`config.mk`:
```
export PLATFORM = sky130hd
export DESIGN_NAME = offboard_seq
export DESIGN_NICKNAME = d
export VERILOG_FILES = /design/src/rtl/offboard_pkg.sv /design/src/rtl/sync2.sv /design/src/rtl/addr_window.sv /design/src/rtl/seq_fsm.sv /design/src/rtl/offboard_seq.sv
export SDC_FILE = /design/constraint.sdc
export NUM_CORES = 1
export LEC_CHECK = 0
export BUFFER_PORTS_ARGS = -buffer_cell sky130_fd_sc_hd__buf_2
export CAP_MARGIN = 0
export CORE_MARGIN = 1.5
export CORE_UTILIZATION = 41
export DETAILED_ROUTE_END_ITERATION = 7
export GPL_TIMING_DRIVEN = 0
export PLACE_DENSITY = 0.72
export SYNTH_ARGS = -nofsm -noshare
export SYNTH_HDL_FRONTEND = slang
export SYNTH_SLANG_ARGS = --single-unit
export TNS_END_PERCENT = 10
```
`constraint.sdc`:
```
create_clock -name clk_i -period 1.6 [get_ports clk_i]
set_input_delay 0.32 -clock clk_i [delete_from_list [all_inputs] [get_ports clk_i]]
set_output_delay 0.32 -clock clk_i [all_outputs]
set_load 0.02 [all_outputs]
```
`src/rtl/offboard_pkg.sv`:
```
package offboard_pkg;
  typedef enum logic [2:0] {
    ST_IDLE,
    ST_REQ,
    ST_OWN,
    ST_ADDR,
    ST_HOLD
  } seq_state_e;
endpackage

```
`src/rtl/sync2.sv`:
```
module sync2 #(
  parameter int W = 1
) (
  input  logic         clk_i,
  input  logic         rst_ni,
  input  logic [W-1:0] d_i,
  output logic [W-1:0] q_o
);
  for (genvar g = 0; g < W; g++) begin : g_bit
    logic s1_q, s2_q;
    always_ff @(posedge clk_i or negedge rst_ni) begin
      if (!rst_ni) begin
        s1_q <= 1'b0;
        s2_q <= 1'b0;
      end else begin
        s1_q <= d_i[g];
        s2_q <= s1_q;
      end
    end
    assign q_o[g] = s2_q;
  end
endmodule

```
`src/rtl/addr_window.sv`:
```
module addr_window #(
  parameter int          AW       = 16,
  parameter logic [AW-1:0] WIN_BASE = 16'h8000,
  parameter logic [AW:0]   WIN_SIZE = 17'h04000
) (
  input  logic [AW-1:0] addr_i,
  output logic          off_o
);
  localparam logic [AW:0] WIN_END = {1'b0, WIN_BASE} + WIN_SIZE;

  assign off_o = ({1'b0, addr_i} >= {1'b0, WIN_BASE}) && ({1'b0, addr_i} < WIN_END);
endmodule

```
`src/rtl/seq_fsm.sv`:
```
module seq_fsm
  import offboard_pkg::*;
#(
  parameter int TIMEOUT = 16
) (
  input  logic clk_i,
  input  logic rst_ni,
  input  logic req_s_i,
  input  logic off_i,
  input  logic bg_s_i,
  input  logic ack_s_i,
  input  logic berr_s_i,
  output logic bus_req_o,
  output logic busy_o,
  output logic as_o,
  output logic pass_o,
  output logic done_o,
  output logic err_o
);
  localparam int TW = $clog2(TIMEOUT + 1);
  localparam logic [TW-1:0] T_LAST = TW'(TIMEOUT - 1);

  seq_state_e state_q, state_d;
  logic [TW-1:0] cnt_q;
  logic done_d, err_d;
  logic expired;

  assign expired = (cnt_q == T_LAST);

  always_comb begin
    state_d = state_q;
    done_d  = 1'b0;
    err_d   = 1'b0;
    unique case (state_q)
      ST_IDLE: if (req_s_i) begin
        if (off_i) state_d = ST_REQ;
        else begin
          done_d  = 1'b1;
          state_d = ST_HOLD;
        end
      end
      ST_REQ:  if (bg_s_i) state_d = ST_OWN;
      ST_OWN:  state_d = ST_ADDR;
      ST_ADDR: begin
        if (berr_s_i || (!ack_s_i && expired)) begin
          err_d   = 1'b1;
          state_d = ST_HOLD;
        end else if (ack_s_i) begin
          done_d  = 1'b1;
          state_d = ST_HOLD;
        end
      end
      ST_HOLD: if (!req_s_i) state_d = ST_IDLE;
      default: state_d = ST_IDLE;
    endcase
  end

  always_ff @(posedge clk_i or negedge rst_ni) begin
    if (!rst_ni) begin
      state_q <= ST_IDLE;
      cnt_q   <= '0;
      done_o  <= 1'b0;
      err_o   <= 1'b0;
    end else begin
      state_q <= state_d;
      done_o  <= done_d;
      err_o   <= err_d;
      if (state_q == ST_ADDR) cnt_q <= cnt_q + 1'b1;
      else                    cnt_q <= '0;
    end
  end

  assign bus_req_o = (state_q == ST_REQ);
  assign busy_o    = (state_q == ST_OWN) || (state_q == ST_ADDR);
  assign as_o      = (state_q == ST_ADDR);
  assign pass_o    = (state_q == ST_IDLE) || (state_q == ST_HOLD);

  // ownership taken only out of a pending request, and the request is dropped
  a_r4_own_from_req: assert property (@(posedge clk_i) disable iff (!rst_ni)
    $rose(busy_o) |-> $past(bus_req_o) && !bus_req_o);
  a_r4_req_busy_excl: assert property (@(posedge clk_i) disable iff (!rst_ni)
    $onehot0({bus_req_o, busy_o}));
  // strobe follows ownership by one cycle
  a_r5_as_after_busy: assert property (@(posedge clk_i) disable iff (!rst_ni)
    $rose(as_o) |-> $past(busy_o) && !$past(as_o));
  // only one outcome per completion
  a_r7_one_outcome: assert property (@(posedge clk_i) disable iff (!rst_ni)
    !(done_o && err_o));
  // expired timer with no answer yields an error
  a_r8_timeout_err: assert property (@(posedge clk_i) disable iff (!rst_ni)
    (as_o && expired && !ack_s_i && !berr_s_i) |=> err_o && !as_o);
  // outcomes only after an address phase or a local decision
  a_r10_err_src: assert property (@(posedge clk_i) disable iff (!rst_ni)
    err_o |-> $past(as_o));
endmodule

```
`src/rtl/offboard_seq.sv`:
```
module offboard_seq #(
  parameter int            AW       = 16,
  parameter logic [AW-1:0] WIN_BASE = 16'h8000,
  parameter logic [AW:0]   WIN_SIZE = 17'h04000,
  parameter int            TIMEOUT  = 16
) (
  input  logic          clk_i,
  input  logic          rst_ni,
  input  logic          req_i,
  input  logic [AW-1:0] addr_i,
  input  logic          bg_in_i,
  input  logic          ack_i,
  input  logic          berr_i,
  output logic          bus_req_o,
  output logic          busy_o,
  output logic          as_o,
  output logic          bg_out_o,
  output logic          done_o,
  output logic          err_o
);
  localparam int NSYNC = 4;

  logic [NSYNC-1:0] raw_in, syn_in;
  logic req_s, bg_s, ack_s, berr_s;
  logic off, pass;

  assign raw_in = {berr_i, ack_i, bg_in_i, req_i};
  assign {berr_s, ack_s, bg_s, req_s} = syn_in;

  sync2 #(.W(NSYNC)) u_sync (
    .clk_i (clk_i),
    .rst_ni(rst_ni),
    .d_i   (raw_in),
    .q_o   (syn_in)
  );

  addr_window #(.AW(AW), .WIN_BASE(WIN_BASE), .WIN_SIZE(WIN_SIZE)) u_win (
    .addr_i(addr_i),
    .off_o (off)
  );

  seq_fsm #(.TIMEOUT(TIMEOUT)) u_fsm (
    .clk_i    (clk_i),
    .rst_ni   (rst_ni),
    .req_s_i  (req_s),
    .off_i    (off),
    .bg_s_i   (bg_s),
    .ack_s_i  (ack_s),
    .berr_s_i (berr_s),
    .bus_req_o(bus_req_o),
    .busy_o   (busy_o),
    .as_o     (as_o),
    .pass_o   (pass),
    .done_o   (done_o),
    .err_o    (err_o)
  );

  assign bg_out_o = bg_s && pass;

  // chain broken downstream while this slot owns the bus
  a_r4_no_pass_busy: assert property (@(posedge clk_i) disable iff (!rst_ni)
    busy_o |-> !bg_out_o);
  // strobe never without ownership
  a_r5_as_in_busy: assert property (@(posedge clk_i) disable iff (!rst_ni)
    as_o |-> busy_o);
  // bus untouched on completion pulses
  a_r2_done_quiet: assert property (@(posedge clk_i) disable iff (!rst_ni)
    done_o |-> !bus_req_o && !as_o);
endmodule

```
# After elaboration in Yosys (flattened, before gate mapping)
# Index checks and enable logic that the tools add are counted.
[word_totals]
inputBits = 22
out_inout_bits = 6
register_bits = 18
elab_cells = 48
[classes]
n_mux = 15
magnitude_cmp = 2
n_addsub = 1
reduce_logical = 9
eq_ne = 9
[ops]
columns = ["op", "count"]
rows = [
  ["$mux 3", 6],
  ["$ge 16x16->1 const B", 1],
  ["$lt 16x16->1 const B", 1],
  ["$pmux 3 s5", 1],
  ["$eq 3x2->1 const B", 2],
  ["$mux 1", 6],
  ["$add 5x1->5 const B", 1],
  ["$eq 5x4->1 const B", 1],
  ["$mux 5", 1],
  ["$ne 2x2->1 const B", 2],
  ["$reduce_and 4->1", 1],
  ["$eq 3x1->1 const B", 1],
  ["$eq 3x3->1 const B", 1],
  ["$logic_and 1x1->1", 3],
  ["$logic_not 3->1", 1],
  ["$logic_or 1x1->1", 3],
  ["$ne 3x1->1 const B", 1],
  ["$ne 2x1->1 const B", 1],
  ["$pmux 1 s2", 1],
  ["$logic_not 1->1", 1],
]

# Longest topological paths before layout
# Gate-level depths: netlist (run 1).
[logic_depth]
word_depth = 5
depth_mapped = 6
ltp_nobuf = 6

# Modules after synthesis
# From an unflattened synthesis (run 1), not the netlist that was laid out.
[unflattened]
cells_unflattened = 60
area_unflattened_um2 = 758.2
[by_module_without_submodules]
columns = ["mod", "cells_per_inst", "seq_area_each_um2", "area_per_inst_um2", "instances"]
rows = [
  ["seq_fsm", 46, 250.2, 508.0, 1],
  ["sync2", 12, 200.2, 230.2, 1],
  ["addr_window", 1, 0.0, 13.8, 1],
  ["offboard_seq", 1, 0.0, 6.3, 1],
]

# Worst setup path before layout (run 1)
# No wires, ideal clock.
[synth_path]
path_type = "reg2reg"
start = "reg u_fsm.cnt_q[0]"
end = "reg u_fsm.state_q[0]"
arrival_time_ps = 1512
setup_time_ps = 94
n_path_buf = 0
path_stages_with_launch = 7
t_required_ps = 1506
period_less_slack_ps = 1606
path_slack_ps = -6
path_cell_list = "dfrtp_1 ha_1 and3_1 ha_1 nor3_1 o21ai_0 a211oi_1"
[synth_between]
elab_chain_len = 5
elab_cells_between_ends = 7
classes_between = "2 x eq/ne; 2 x mux; 3 x reduce/logical"
[synth_lines]
columns = ["item", "line_no", "source"]
rows = [
  ["start, declared", "seq_fsm.sv:24", "logic [TW-1:0] cnt_q;"],
  ["start signal, assigned", "seq_fsm.sv:68", "if (state_q == ST_ADDR) cnt_q <= cnt_q + 1'b1;"],
  ["$eq 5x4->1 *", "seq_fsm.sv:28", "assign expired = (cnt_q == T_LAST);"],
  ["$logic_and 1x1->1 *", "seq_fsm.sv:45", "if (berr_s_i || (!ack_s_i && expired)) begin"],
  ["$logic_or 1x1->1 *", "seq_fsm.sv:45", ""],
  ["$mux 3 / $ne 3x1->1 (equally long branches)", "n/a", ""],
  ["$pmux 3 s5 / $reduce_and 4->1 (equally long branches)", "n/a", ""],
  ["end signal, assigned", "seq_fsm.sv:65", "state_q <= state_d;"],
  ["end, declared", "seq_fsm.sv:23", "seq_state_e state_q, state_d;"],
]
# Every way passes the cells marked *; elsewhere a longest branch is shown, timed or not.
# A chain may end at the register's enable or synchronous reset.

# Worst setup path in the final report (run 1)
[layout_path]
start = "reg u_fsm.cnt_q[1]"
end = "reg u_fsm.state_q[2]"
# Same word-level chain as after synthesis.

==> results.tsv, run 1 <==
metric	value	unit
status	completed	
synth_nets	83	
startpoint_type	flip-flop	
multi_input_area	305	µm²
track_usage	13.4	%
path_clk_slew	100	ps
hpwl	845	µm
n_fill_cell	144	
area_delta_synth_final	31.4	%
async_flop_share	100	%
synth_edf_count	0	
overflow	0	
power.density	1330	mW/mm²
synth_cell_type_count	24	
max_slew.worst_pin.slew	396	ps
reg2reg_slack	50	ps
start_util	42.9	%
cts_tree	yes	
crit_fanout	3	
core.rowCount	15	
slew_headroom	73.6	%
clkLatencyLatePin	290	ps
max_freq	0.645	GHz
grt_max_degree	19	
irDropWorstVdd	0.657	mV
final_nets	105	
crit_family	simple AND/OR/NAND/NOR gates	
die_h	45.0	µm
pre_cts_ws	-126	ps
post-route-drc-count	0	
first_pass_iters	4	
drtIter0Drc	9	
drive_gt1_share	43.8	%
totalPowerFinal	0.00127	W
dpl_cell_area	816	µm²
net-switching-power	0.000421	W
yosysWarnings	0	
netSwitchingFraction	33.2	%
h-tree-depth	1	
portBuffers	13	
pwr-share-clk	21.9	%
die_w	45.0	µm
ys_ff_latch	18	
rsz0062_at_grt	yes	
syn_inst	59	
hold_path_class	in -> reg	
cts_made_buffers	3	
cts.sinks	18	
intPower	0.000847	W
crit_chain	ha_2 > and3_4 > ha_4 > nor3_4 > o32a_1 > a221oi_2	
synth_area	724	µm²
cp_slowest_cell	dfrtp_1	
ant_nets	0	
viasPerCell	5.10	
min_period_over_period	96.8	%
grt_pass1_vias	450	
slowest_delay	400	ps
worstSetupPathType	reg -> reg	
critical_path_buf_inv_count	0	
dieArea	0.00203	mm²
synth_area_leaders	dfrtp_1, nor2_1, ha_1, nand3b_4, a211oi_1	
worstPathArrival	1730	ps
final_cell_count_no_fill	97	
p_leak	0.472	nW
synth_flop_cell	dfrtp_1	
antenna_found_initial	0	
grt_first_pass_wirelength	1900	µm
coreArea	0.00169	mm²
pwr-share-comb	31.6	%
seqCellArea	453	µm²
yosysSeqAreaShare	62.2	%
setup_slack	50.5	ps
drv_cap	0	
final_cell_area	952	µm²
synth_common_cells	dfrtp_1, nor2_1, inv_1	
synth.most_common_cell	dfrtp_1	
ioPinCount	28	
clockRootBuffer	clkbuf_4	
hold_slack	124	ps
crit_path_end_kind	flip-flop	
postSynthAreaPerCell	12.3	µm²
yosysTopAreaCell	dfrtp_1	
diodes	0	
finalMaxSlewViolations	0	
gp_congestion	0.707	
wl_per_cell	12.9	µm
power_frac_seq	46.5	%
clk_path_buf_depth	2	
dp.cells	89	
setup_viol	0	
finalHoldViolCount	0	
synth_top_area_share	62.2	%
required	1780	ps
drt_wl_total	1260	µm
fin_worst_skew	2.55	ps
min_period	1550	ps
num_vias	495	
[worst register-to-register path: stages, from the launching register on]
cell and delay (ps):
dfrtp_1 400, ha_2 200, and3_4 180, ha_4 170
nor3_4 230, o32a_1 220, a221oi_2 40
[final timing paths]
kind	from	endpoint	cells after the start
max	u_fsm.cnt_q[1]$_DFF_PN0_	u_fsm.state_q[2]$_DFFE_PN0P_	6
min reg2reg	u_sync.g_bit[3].s1_q$_DFF_PN0_	u_sync.g_bit[3].s2_q$_DFF_PN0_	0
max in group asynchronous	rst_ni	u_fsm.state_q[2]$_DFFE_PN0P_	2
min	berr_i	u_sync.g_bit[3].s1_q$_DFF_PN0_	1
max reg2reg	u_fsm.cnt_q[1]$_DFF_PN0_	u_fsm.state_q[2]$_DFFE_PN0P_	6
min in group asynchronous	rst_ni	u_fsm.done_o$_DFF_PN0_	2
[repair_timing]
action,4_1_cts,5_1_grt
endpoints found under the hold margin,18,0
cloned,0,0
hold buffers,1,0
buffers inserted,1,3
endpoints found under the setup margin,4,7
pin swaps,3,3
gates resized for setup,4,12
[metrics by stage]
step | util, % | TNS (ps)
4_1_cts | 52.2 | 0
3_5_place_dp | 48.3 | -239
3_3_place_gp | 48.3 | -57.0
6_report | 56.4 | 0
2_1_floorplan | - | 0
5_1_grt | 56.4 | -40.2
[kinds of logic (layout without fill, tap and decap cells)]
logic type	count (synthesis)	in the layout	share of synthesized area, %
xor gates and xnor gates	2	2	2.42
muxes	1	1	1.38
DFF	18	18	62.2
adders and majority gates	2	2	3.45
buffers and inverters	6	27	4.32
and+or+nand+nor	21	21	16.6
AOI/OAI and AO/OA	9	9	9.67
[flip-flops by register name, summed over array words and instances, names as in the netlist]
name,flops
u_fsm.cnt_q,5
u_sync.g_bit.s1_q,4
u_sync.g_bit.s2_q,4
u_fsm.state_q,3
u_fsm.done_o,1
u_fsm.err_o,1
[routing by layer]
layer | vias up | GRT usage, % | wire (µm)
met3 | 2 | 2.40 | 71
met5 | - | 0 | 0
li1 | 244 | - | -
met1 | 231 | 18.8 | 582
met4 | 0 | 7.06 | 20
met2 | 18 | 19.7 | 581
[layout make-up]
type	count	share of cell area (%)
Buffer	1	1.18
Clock buffer	4	3.81
Inverter	4	1.58
Multi-Input combinational cell	35	32.1
Sequential cell	18	47.6
Tap cell	17	2.23
Timing Repair Buffer	18	11.6
[cells in the final DEF (no fill, tap or decap), types with 2 or more instances in the layout]
cell type / n
a211oi_2: 2
a21oi_1: 2
and2_1: 2
buf_2: 11
buf_4: 6
clkbuf_4: 3
dfrtp_1: 16
dfrtp_2: 2
inv_1: 4
nand3_1: 2
nor2_1: 8
[power groups by stage]
stage | sequential (W) | clock [W] | combinational [W]
after floorplan | 0.000564 | 0 | 0.000248
after global placement | 0.000557 | 0 | 0.000332
after detailed placement | 0.000561 | 0 | 0.000349
after CTS | 0.000560 | 0.000285 | 0.000380
after global routing | 0.000598 | 0.000300 | 0.000435
final | 0.000590 | 0.000278 | 0.000400
No activity file was read; power rests on OpenSTA's default activity.
==> run 2, diff against run 1 <==
==> constraint.sdc (replaced) <==
create_clock -name clk_i -period 1.27 [get_ports clk_i]
set_input_delay 0.254 -clock clk_i [delete_from_list [all_inputs] [get_ports clk_i]]
set_output_delay 0.254 -clock clk_i [all_outputs]
set_load 0.02 [all_outputs]
==> results.tsv, run 2 (synthesized netlist as in run 1, its figures left out) <==
metric	value	unit	change
status	finished with violations		
failed_checks	negative setup slack		
start_util	42.9	%	unchanged
drt_wl_total	1110	µm	-12%
die_w	45.0	µm	unchanged
mostFrequentLayoutCell	dfrtp_1		
clockRootBuffer	clkbuf_4		
track_usage	13.4	%	+0.073 points
crit_chain	ha_2 > and3_4 > ha_4 > nor3_4 > o21ai_1 > a211oi_1		
max_freq	0.683	GHz	+5.9%
totalPowerFinal	0.00158	W	+25%
core.rowCount	15		unchanged
overflow	0		unchanged
finalMaxSlewViolations	0		unchanged
first_pass_iters	4		unchanged
irDropWorstVdd	0.835	mV	+27%
p_leak	0.460	nW	-2.6%
ant_nets	0		unchanged
finalHoldViolCount	0		unchanged
cts_made_buffers	3		unchanged
clk_path_buf_depth	2		unchanged
portBuffers	13		unchanged
power_frac_seq	46.9	%	+0.4 points
h-tree-depth	1		unchanged
intPower	0.00108	W	+28%
post-route-drc-count	0		unchanged
netSwitchingFraction	31.5	%	-1.7 points
crit_fanout	3		unchanged
drv_cap	0		unchanged
grt_pass1_vias	458		+1.8%
min_period_over_period	115	%	+18 points
grt_first_pass_wirelength	1880	µm	-1.5%
ioPinCount	28		unchanged
max_slew.worst_pin.slew	378	ps	-17.7 ps
fin_worst_skew	6.17	ps	+3.62 ps
top_register	u_fsm.cnt_q		
largestRegisters	u_fsm.cnt_q (5), u_sync.g_bit.s1_q (4), u_sync.g_bit.s2_q (4)		
coreArea	0.00169	mm²	unchanged
final_cell_mix	dfrtp_1, buf_2, nor2_1		
startpoint_type	flip-flop		
wl_per_cell	11.6	µm	-10%
drtIter0Drc	4		-5
power.density	1680	mW/mm²	+26%
antenna_found_initial	0		unchanged
crit_path_end_kind	flip-flop		
area_delta_synth_final	29.5	%	
grt_max_degree	19		unchanged
hold_slack	62.2	ps	-61.6 ps
path_clk_slew	100	ps	about the same
slowest_delay	400	ps	about the same
min_period	1460	ps	-86.1 ps
dieArea	0.00203	mm²	unchanged
fin_setup_tns	-1090	ps	-1090 ps
worstPathArrival	1670	ps	-60 ps
pwr-share-comb	31.5	%	about the same
final_nets	103		-1.9%
hpwl	786	µm	-7.1%
setup_viol	7		+7
required	1480	ps	-300 ps
num_vias	479		-3.2%
rsz0062_at_grt	yes		
pwr-share-clk	21.6	%	-0.3 points
cts.sinks	18		unchanged
clkLatencyLatePin	290	ps	about the same
net-switching-power	0.000498	W	+18%
critical_path_buf_inv_count	0		unchanged
diodes	0		unchanged
cp_slowest_cell	dfrtp_1		
crit_family	flip-flops		
drive_gt1_share	43.6	%	-0.16 points
setup_slack	-193	ps	-244 ps
hold_path_class	in -> reg		
die_h	45.0	µm	unchanged
slew_headroom	74.8	%	+1.2 points
largest_register_ffs	5		unchanged
worstSetupPathType	reg -> reg		
gp_congestion	0.739		+4.6%
cts_tree	yes		
viasPerCell	5.04		-1.2%
run 2: area by class of cell:
type | instances | area (µm²)
buffer | 1 | 11.3
clock buffer | 4 | 36.3
fill | 149 | 751
inverter | 4 | 15.0
multi-input combinational | 35 | 294
sequential | 18 | 453
tap | 17 | 21.3
timing repair buffer | 16 | 108
run 2: power groups by stage:
stage | registers, W | logic, W | clock network, W
2_1_floorplan | 0.000712 | 0.000315 | 0
3_3_place_gp | 0.000703 | 0.000419 | 0
3_5_place_dp | 0.000706 | 0.000425 | 0
4_1_cts | 0.000734 | 0.000495 | 0.000353
5_1_grt | 0.000748 | 0.000550 | 0.000385
6_report | 0.000740 | 0.000498 | 0.000342
run 2: path summary, 6_finish.rpt:
kind / depth (start not counted) / slack, ps / from / end
setup / recovery: 6 / -190 / u_fsm.cnt_q[1]$_DFF_PN0_ / u_fsm.state_q[0]$_DFFE_PN0P_
hold / removal: 1 / 60 / bg_in_i / u_sync.g_bit[1].s1_q$_DFF_PN0_
setup reg to reg: 6 / -190 / u_fsm.cnt_q[1]$_DFF_PN0_ / u_fsm.state_q[0]$_DFFE_PN0P_
hold reg to reg: 0 / 360 / u_sync.g_bit[1].s1_q$_DFF_PN0_ / u_sync.g_bit[1].s2_q$_DFF_PN0_
max in group asynchronous: 2 / 570 / rst_ni / u_fsm.state_q[2]$_DFFE_PN0P_
min in group asynchronous: 2 / 400 / rst_ni / u_fsm.state_q[0]$_DFFE_PN0P_
run 2: what timing repair did:
item / CTS / global route
pin swaps: 1 / 0
setup buffers: 2 / 0
hold buffers: 1 / 0
endpoints found under the hold margin: 18 / 0
endpoints found under the setup margin: 7 / 7
resized for setup: 14 / 1
run 2: routing by layer:
metal	routed length (µm)	GRT usage [%]
met5	0	0
met1	478	15.8
met3	34	3.60
met2	574	21.4
met4	19	8.82
run 2: per-stage QoR:
step                setup slack [ps]  cells  util, %  area [µm²]
floorplan                      -96.5     59        -         756
global placement                -177     89     49.9         842
detailed placement              -183     89     49.9         842
CTS                             -198     95     55.6         938
global route                    -280     95     55.6         938
finish                          -193     95     55.6         938
run 2: worst reg2reg max path: cells and delay by family, from the launching register on:
family	cells	cell delay, ps
flip-flops	1	400
adder cells (fa/ha/maj)	2	360
AND/OR/NAND/NOR	2	330
AO/OA/AOI/OAI	2	290
==> run 3, diff against run 2 <==
--- a/config.mk
+++ b/config.mk
@@ -5,13 +5,13 @@
 export SDC_FILE = /design/constraint.sdc
 export NUM_CORES = 1
 export LEC_CHECK = 0
-export BUFFER_PORTS_ARGS = -buffer_cell sky130_fd_sc_hd__buf_2
 export CAP_MARGIN = 0
 export CORE_MARGIN = 1.5
-export CORE_UTILIZATION = 41
+export CORE_UTILIZATION = 50
 export DETAILED_ROUTE_END_ITERATION = 7
+export DONT_BUFFER_PORTS = 1
 export GPL_TIMING_DRIVEN = 0
-export PLACE_DENSITY = 0.72
+export PLACE_DENSITY = 0.68
 export SYNTH_ARGS = -nofsm -noshare
 export SYNTH_HDL_FRONTEND = slang
 export SYNTH_SLANG_ARGS = --single-unit
==> results.tsv, run 3 (synthesized netlist as in run 1, its figures left out) <==
metric	value	unit	change
net-switching-power	0.000486	W	-2.3%
mostFrequentLayoutCell	dfrtp_1		
coreArea	0.00133	mm²	-21%
overflow	0		unchanged
die_h	41.1	µm	-8.8%
p_leak	0.410	nW	-11%
power_frac_seq	49.0	%	+2.1 points
grt_pass1_vias	406		-11%
pwr-share-clk	22.6	%	+1.0 points
clkLatencyLatePin	290	ps	about the same
cts_tree	yes		
drtIter0Drc	0		-4
top_register	u_fsm.cnt_q		
viasPerCell	5.34		+5.9%
intPower	0.00101	W	-7.0%
final_nets	93		-9.7%
path_clk_slew	100	ps	about the same
cp_slowest_cell	dfrtp_1		
final_cell_area	888	µm²	-5.3%
seqCellArea	452	µm²	-0.28%
startpoint_type	flip-flop		
netSwitchingFraction	32.6	%	+1.1 points
gp_congestion	0.703		-4.8%
area_delta_synth_final	22.6	%	
max_freq	0.676	GHz	-1.1%
antenna_found_initial	0		unchanged
min_period	1480	ps	+16.9 ps
multi_input_area	298	µm²	+1.3%
slowest_delay	370	ps	-30 ps
post-cts-setup-buffers	0		-2
grt_max_degree	19		unchanged
max_slew.worst_pin.slew	767	ps	+389 ps
drive_gt1_share	27.9	%	-16 points
largest_register_ffs	5		unchanged
crit_chain	buf_2 > nor2_2 > and2_2		
dieArea	0.00169	mm²	-17%
n_fill_cell	105		-30%
post-route-drc-count	0		unchanged
clockRootBuffer	clkbuf_4		
finalHoldViolCount	0		unchanged
worstPathArrival	1230	ps	-440 ps
drv_cap	0		unchanged
die_w	41.1	µm	-8.8%
first_pass_iters	1		-3
status	finished with violations		
setup_viol	7		unchanged
final_cell_count_no_fill	83		-13%
irDropWorstVdd	1.09	mV	+30%
crit_path_end_kind	primary output		
setup_slack	-210	ps	-16.9 ps
portBuffers	0		-13
crit_fanout	7		+4
wl_per_cell	12.4	µm	+6.9%
num_vias	443		-7.5%
min_period_over_period	117	%	+1.3 points
cts.sinks	18		unchanged
failed_checks	negative setup slack		
worstSetupPathType	reg -> out		
hpwl	743	µm	-5.4%
rsz0062_at_grt	yes		
ant_nets	0		unchanged
clk_path_buf_depth	2		unchanged
drt_wl_total	1030	µm	-6.6%
track_usage	17.0	%	+3.6 points
power.density	1680	mW/mm²	-0.23%
finalMaxSlewViolations	0		unchanged
dp.cells	74		-17%
core.rowCount	13		-2
slew_headroom	48.7	%	-26 points
ioPinCount	28		unchanged
dpl_cell_area	774	µm²	-8.0%
diodes	0		unchanged
grt_first_pass_wirelength	1730	µm	-8.0%
hold_path_class	in -> reg		
h-tree-depth	1		unchanged
required	1020	ps	-460 ps
cts_made_buffers	3		unchanged
final_cell_mix	dfrtp_1, nor2_1, dlygate4sd3_1		
largestRegisters	u_fsm.cnt_q (5), u_sync.g_bit.s1_q (4), u_sync.g_bit.s2_q (4)		
start_util	54.3	%	+11 points
fin_worst_skew	9.46	ps	+3.29 ps
pwr-share-comb	28.5	%	-3.0 points
## run 3: cell types whose count changed in the layout (fill, tap and decap cells not counted), moves of 2 or more
cell	previous run	this run
buf_2	9	1
buf_4	4	0
dlygate4sd3_1	1	5
buf_6	3	1
inv_2	2	0
## run 3: layer usage
layer	wire [µm]	vias up	global-route usage (%)	part of all wire, %
met5	0	-	0	0
met4	0	0	7.50	0
met3	57	0	9.78	5.5
met2	488	15	23.4	47
met1	486	207	21.4	47
li1	-	221	-	-
## run 3: area by class of cell
type | instances | area share (%)
Sequential cell | 18 | 50.8
Multi-Input combinational cell | 35 | 33.5
Timing Repair Buffer | 5 | 5.63
Clock buffer | 4 | 4.08
Tap cell | 15 | 2.11
Inverter | 4 | 1.97
Buffer | 2 | 1.83
## run 3: final timing paths
check                                                from                        endpoint  slack, ps  depth (start not counted)
min in group asynchronous                          rst_ni    u_fsm.state_q[1]$_DFFE_PN0P_        470                          1
max in group asynchronous                          rst_ni    u_fsm.state_q[2]$_DFFE_PN0P_        260                          1
setup reg to reg                 u_fsm.cnt_q[0]$_DFF_PN0_    u_fsm.state_q[0]$_DFFE_PN0P_       -210                          6
hold / removal                                 addr_i[15]          u_fsm.done_o$_DFF_PN0_        200                          3
hold reg to reg            u_sync.g_bit[2].s1_q$_DFF_PN0_  u_sync.g_bit[2].s2_q$_DFF_PN0_        340                          0
setup / recovery             u_fsm.state_q[1]$_DFFE_PN0P_                       bus_req_o       -210                          3
## run 3: power by group through the flow
stage	sequential (W)	combinational (W)	clock (W)
global placement	0.000723	0.000351	0
CTS	0.000722	0.000398	0.000354
finish	0.000730	0.000425	0.000337
global route	0.000745	0.000466	0.000380
floorplan	0.000712	0.000315	0
detailed placement	0.000725	0.000357	0
## run 3: through the flow
step	hold slack, ps	setup slack (ps)	total power, W	util (%)	TNS (ps)
after floorplan	-41.6	-96.5	0.00103	-	-233
after global placement	-41.2	-195	0.00107	58.1	-471
after detailed placement	-41.3	-246	0.00108	58.1	-578
after CTS	197	-261	0.00147	65.5	-1320
after global routing	200	-290	0.00159	66.6	-1730
final	200	-210	0.00149	66.6	-1110
## run 3: timing repair
action	4_1_cts	5_1_grt
endpoints found under the setup margin	7	7
hold buffers	5	0
resized for setup	7	3
hold endpoints to repair	22	0
## run 3: worst max-delay path, delay by kind of cell (launching register included)
family	cells	cell delay, ps
AND/OR/NAND/NOR	2	400
flip-flops	1	370
buffers and inverters	1	170
